### config.mk
export PLATFORM = sky130hd
export DESIGN_NAME = conv_bus_bridge
export DESIGN_NICKNAME = d
export VERILOG_FILES = /design/src/rtl/conv_bus_pkg.sv /design/src/rtl/cbi_decode.sv /design/src/rtl/cbi_start_ctrl.sv /design/src/rtl/cbi_read_port.sv /design/src/rtl/conv_bus_bridge.sv
export SDC_FILE = /design/constraint.sdc
export NUM_CORES = 1
export LEC_CHECK = 0
export BUFFER_PORTS_ARGS = -buffer_cell sky130_fd_sc_hd__buf_2
export CAP_MARGIN = 10
export CORE_MARGIN = 2
export CORE_UTILIZATION = 39
export CTS_CLUSTER_SIZE = 24
export DETAILED_ROUTE_END_ITERATION = 10
export PLACE_DENSITY = 0.74
export SYNTH_ARGS = -nofsm -noshare
export SYNTH_HDL_FRONTEND = slang
export SYNTH_SLANG_ARGS = --single-unit
### constraint.sdc
create_clock -name clk -period 1.2 [get_ports clk]
set_input_delay 0.3 -clock clk [delete_from_list [all_inputs] [get_ports clk]]
set_output_delay 0.3 -clock clk [all_outputs]
set_load 0.005 [all_outputs]
### src/rtl/conv_bus_pkg.sv
package conv_bus_pkg;

  // Which readable port a bus address selects
  typedef enum logic [1:0] {
    RSEL_NONE = 2'd0,
    RSEL_HI   = 2'd1,
    RSEL_LO   = 2'd2,
    RSEL_STAT = 2'd3
  } rd_sel_e;

endpackage

### src/rtl/cbi_decode.sv
module cbi_decode
  import conv_bus_pkg::*;
#(
  parameter int ADDR_W = 8,
  parameter logic [ADDR_W-1:0] START_ADDR = 8'h40,
  parameter logic [ADDR_W-1:0] HI_ADDR    = 8'h41,
  parameter logic [ADDR_W-1:0] LO_ADDR    = 8'h42,
  parameter logic [ADDR_W-1:0] STAT_ADDR  = 8'h43
) (
  input  logic [ADDR_W-1:0] addr,
  output logic              start_hit,
  output rd_sel_e           rd_sel
);

  always_comb begin
    start_hit = (addr == START_ADDR);
    if (addr == HI_ADDR)        rd_sel = RSEL_HI;
    else if (addr == LO_ADDR)   rd_sel = RSEL_LO;
    else if (addr == STAT_ADDR) rd_sel = RSEL_STAT;
    else                        rd_sel = RSEL_NONE;
  end

endmodule

### src/rtl/cbi_start_ctrl.sv
module cbi_start_ctrl #(
  parameter int SYNC_STAGES = 2
) (
  input  logic clk,
  input  logic rst,
  input  logic start_hit,
  input  logic wr_n,
  input  logic done_n,
  output logic blank_o,
  output logic ready_o,
  output logic rise_o
);

  localparam int LAST = SYNC_STAGES - 1;

  logic                   wr_q;
  logic [SYNC_STAGES-1:0] sync_q;
  logic                   prev_q;
  logic                   blank_q;
  logic                   launch;

  // Strobe edge: first sampled low cycle only
  always_ff @(posedge clk) begin
    if (rst) wr_q <= 1'b1;
    else     wr_q <= wr_n;
  end

  // Data-ready synchronizer, idles in the blanked level
  for (genvar s = 0; s < SYNC_STAGES; s++) begin : g_sync
    if (s == 0) begin : g_first
      always_ff @(posedge clk) begin
        if (rst) sync_q[0] <= 1'b1;
        else     sync_q[0] <= done_n;
      end
    end else begin : g_next
      always_ff @(posedge clk) begin
        if (rst) sync_q[s] <= 1'b1;
        else     sync_q[s] <= sync_q[s-1];
      end
    end
  end

  always_ff @(posedge clk) begin
    if (rst) prev_q <= 1'b1;
    else     prev_q <= sync_q[LAST];
  end

  assign rise_o = sync_q[LAST] & ~prev_q;
  assign launch = start_hit & ~wr_n & wr_q;

  // Start flip-flop: set by the strobe, cleared by data-ready rising
  always_ff @(posedge clk) begin
    if (rst)         blank_q <= 1'b0;
    else if (rise_o) blank_q <= 1'b0;
    else if (launch) blank_q <= 1'b1;
  end

  assign blank_o = blank_q;
  assign ready_o = ~sync_q[LAST];

endmodule

### src/rtl/cbi_read_port.sv
module cbi_read_port
  import conv_bus_pkg::*;
#(
  parameter int RES_W      = 10,
  parameter int BUS_W      = 8,
  parameter bit RIGHT_JUST = 1'b0
) (
  input  logic             clk,
  input  logic             rst,
  input  rd_sel_e          rd_sel,
  input  logic             rd_n,
  input  logic             ready,
  input  logic [RES_W-1:0] result,
  output logic [BUS_W-1:0] dout,
  output logic             doe
);

  localparam int LO_W = RES_W - BUS_W;
  localparam int PAD  = BUS_W - LO_W;

  logic [BUS_W-1:0] hi_byte;
  logic [BUS_W-1:0] lo_byte;
  logic [BUS_W-1:0] stat_byte;
  logic [BUS_W-1:0] mux_byte;

  if (RIGHT_JUST) begin : g_right
    assign hi_byte = {{PAD{1'b0}}, result[RES_W-1:BUS_W]};
    assign lo_byte = result[BUS_W-1:0];
  end else begin : g_left
    assign hi_byte = result[RES_W-1 -: BUS_W];
    assign lo_byte = {result[LO_W-1:0], {PAD{1'b0}}};
  end

  assign stat_byte = {{(BUS_W-1){1'b0}}, ready};

  always_comb begin
    unique case (rd_sel)
      RSEL_HI:   mux_byte = hi_byte;
      RSEL_LO:   mux_byte = lo_byte;
      RSEL_STAT: mux_byte = stat_byte;
      default:   mux_byte = '0;
    endcase
  end

  always_ff @(posedge clk) begin
    if (rst) begin
      doe  <= 1'b0;
      dout <= '0;
    end else if (!rd_n && rd_sel != RSEL_NONE) begin
      doe  <= 1'b1;
      dout <= mux_byte;
    end else begin
      doe  <= 1'b0;
      dout <= '0;
    end
  end

endmodule

### src/rtl/conv_bus_bridge.sv
module conv_bus_bridge
  import conv_bus_pkg::*;
#(
  parameter int ADDR_W      = 8,
  parameter int BUS_W       = 8,
  parameter int RES_W       = 10,
  parameter int SYNC_STAGES = 2,
  parameter bit RIGHT_JUST  = 1'b0,
  parameter logic [ADDR_W-1:0] START_ADDR = 8'h40,
  parameter logic [ADDR_W-1:0] HI_ADDR    = 8'h41,
  parameter logic [ADDR_W-1:0] LO_ADDR    = 8'h42,
  parameter logic [ADDR_W-1:0] STAT_ADDR  = 8'h43
) (
  input  logic              clk,
  input  logic              rst,
  input  logic [ADDR_W-1:0] bus_addr,
  input  logic              bus_wr_n,
  input  logic              bus_rd_n,
  output logic [BUS_W-1:0]  bus_dout,
  output logic              bus_doe,
  output logic              cnv_blank,
  input  logic              cnv_done_n,
  input  logic [RES_W-1:0]  cnv_result
);

  logic    start_hit;
  rd_sel_e rd_sel;
  logic    rdy_sync;
  logic    rdy_rise;

  cbi_decode #(
    .ADDR_W(ADDR_W), .START_ADDR(START_ADDR), .HI_ADDR(HI_ADDR),
    .LO_ADDR(LO_ADDR), .STAT_ADDR(STAT_ADDR)
  ) u_decode (
    .addr(bus_addr), .start_hit(start_hit), .rd_sel(rd_sel)
  );

  cbi_start_ctrl #(.SYNC_STAGES(SYNC_STAGES)) u_start (
    .clk(clk), .rst(rst), .start_hit(start_hit), .wr_n(bus_wr_n),
    .done_n(cnv_done_n), .blank_o(cnv_blank), .ready_o(rdy_sync),
    .rise_o(rdy_rise)
  );

  cbi_read_port #(
    .RES_W(RES_W), .BUS_W(BUS_W), .RIGHT_JUST(RIGHT_JUST)
  ) u_read (
    .clk(clk), .rst(rst), .rd_sel(rd_sel), .rd_n(bus_rd_n),
    .ready(rdy_sync), .result(cnv_result), .dout(bus_dout), .doe(bus_doe)
  );

endmodule

==> reports/metrics.yaml <==
slew_headroom_pct: 75.0
clock_latency_ns: 0.26
ys_async_sr_fraction_pct: 0
num_vias: 429
finalCritPeriodShare_pct: 86.6
crit_slowest_cell: "nor4b_4"
status: "finished, final reports clean"
drcViolationCount: 0
ant_nets: 0
vias_per_cell: 4.38
synthSimpleGateAreaFrac_pct: 32.2
synthFlopType: "dfxtp_1"
hold_viol_final: 0
synth_xor_area_share_pct: 0
die_area_sq_um: 1650
drv_slew: 0
end_kind: "register"
synth_nets: 71
synth_area_leader_cell: "dfxtp_1"
cts_resized: 0
yosysUniqueCellTypes: 14
max_freq_mhz: 962
grt_antenna_before_repair: 0
worstPathArrival_ns: 1.23
cts_tree: "yes"
critPathMaxFanout: 9
crit_chain: "buf_2 > nor4b_4 > o2111ai_4 > nor3_2"
yosys.area_share.adder_pct: 0
clk_pin_slew_worst_paths_ns: 0.07
syn_inst: 48
rsz0062_at_grt: "false"
multi_input_area_sq_um: 221
fin_total_pwr_w: 0.000793
drive_gt1_share_pct: 55.4
wl_per_cell_microns: 8.89
place_congestion: 0.671
syn_to_final_growth_pct: 38.4
whs_ns: 0.216
synth_mux_area_share_pct: 0
nets: 108
dpl.cell_count: 95
fin_cells: 98
post-route-min-period_ns: 1.04
drtPass1Iterations: 2
synth_edf_count: 0
grtUsageTotal_pct: 13.1
r2r-start: "u_start.wr_q"
synth.most_common_cell: "dfxtp_1"
r2r_end: "u_start.blank_o"
yosysSeqAreaShare_pct: 53.5
die_h_microns: 40.7
start_kind: "input pin"
max_cap_violations: 0
finalSetupViolations: 0
io_buffers: 32
totalWireLength_microns: 871
grt_max_degree: 10
cp.required_ns: 1.39
seq_area_sq_um: 280
grt_pass1_vias: 337
ctsHoldBuffers: 0
cts_root_buf: "clkbuf_4"
holdPathStages: 2
finClkSkew_ns: 0.00289
grt_pass1_wl_microns: 1390
path_class: "in2reg"
clockBufferDepth: 2
ir_drop_mv: 0.577
synth_top_area_share_pct: 53.5
htreeDepth: 1
n_fill_cell: 129
yosys-top-cells-area: "dfxtp_1, nor3_2, nor2b_1"
min_to: "u_start.sync_q[0]"
hold_start: "cnv_done_n"
synth_area_sq_um: 524
cts_buffers: 3
post_cts_buffers: 0
cellPowerDensity_nw_per_um2: 1090
rows: 13
ff2ff_setup_slack_ns: 0.36
initial_core_util_pct: 40.8
synth_compound_area_share_pct: 10.0
synth_top_family_by_area: "simple AND/OR/NAND/NOR gates"
syn_avg_cell_area_sq_um: 10.9
ys_warn_count: 0
synthTopCellsByCount: "dfxtp_1, inv_1, nor2_1, nor2b_1, nor3_2"
max_stage_delay_ns: 0.34
dieWidth_microns: 40.7
diodes: 0
ys_seq_elements: 14
p_leak_nw: 0.351
drt_first_iter_violations: 2
num_io_pins: 33
core_sq_um: 1280
tightestPinTransition_ns: 0.374
hold_class: "in2reg"
reg2regPathDepth: 3
gr-total-overflow: 0
clock_sinks: 14
-- kinds of logic after synthesis --
family | after synthesis
and+or+nand+nor | 23
DFF | 14
buffers and inverters | 6
AOI/OAI and AO/OA | 5
-- report_power, final --
group	switching, W	leakage, nW	internal [W]
Sequential	0.00000180	0.114	0.000470
Clock	0.000126	0.0138	0.000116
Combinational	0.0000370	0.224	0.0000425
Total	0.000165	0.351	0.000628
-- cell usage in the layout (no fill, tap or decap) --
master and instances:
buf_2 32, dfxtp_1 14, inv_1 6, nor2_1 5, nor2b_1 5, nor3_2 5, or2_2 4, clkbuf_4 3
a22oi_1 2, nor4b_4 1, o2111ai_4 1, nand2b_1 1, o21ai_0 1, nor4b_1 1, a31oi_1 1, nor3_1 1
-- through the flow --
stage / instance area, sq um / setup slack, ns / TNS [ns] / utilization [%]
3_3_place_gp: 703 / -0.0789 / -0.487 / 54.7
3_5_place_dp: 703 / -0.133 / -0.687 / 54.7
2_1_floorplan: 524 / 0.0911 / 0 / -
5_1_grt: 726 / 0.0940 / 0 / 56.5
6_report: 726 / 0.161 / 0 / 56.5
4_1_cts: 726 / 0.151 / 0 / 56.5
-- area by class of cell --
cell class                      count  area share, %
Clock buffer                        3           3.10
Inverter                            6           3.10
Multi-Input combinational cell     28           30.5
Sequential cell                    14           38.6
Tap cell                           15           2.59
Timing Repair Buffer               32           22.1
-- worst max-delay path by stage --
stage                      startpoint             end  cells after the start
after detailed placement  bus_addr[5]  u_read.dout[4]                      4
after floorplan           bus_addr[5]  u_read.dout[1]                      3
after global routing      bus_addr[5]  u_read.dout[5]                      4
final                     bus_addr[5]  u_read.dout[4]                      4
after CTS                 bus_addr[5]  u_read.dout[4]                      4
after global placement    bus_addr[5]  u_read.dout[5]                      4
-- flip-flops by register name, summed over array words and instances (netlist names) --
signal	cells
u_read.doe	1
u_start.prev_q	1
u_start.blank_o	1
u_read.dout	8
u_start.wr_q	1
u_start.sync_q	2
-- critical path, delay by kind of cell --
family | cells | cell delay, ns
buffers and inverters | 1 | 0.11
AND/OR/NAND/NOR | 2 | 0.55
AO/OA/AOI/OAI | 1 | 0.27
-- metal layers --
metal | GRT usage [%] | up-vias | share of wire (%)
li1 | - | 230 | -
met1 | 17.5 | 178 | 44
met2 | 17.9 | 21 | 46
met3 | 4.89 | 0 | 9.9
met4 | 7.50 | 0 | 0
met5 | 0 | - | 0
No activity file was read; power rests on OpenSTA's default activity.
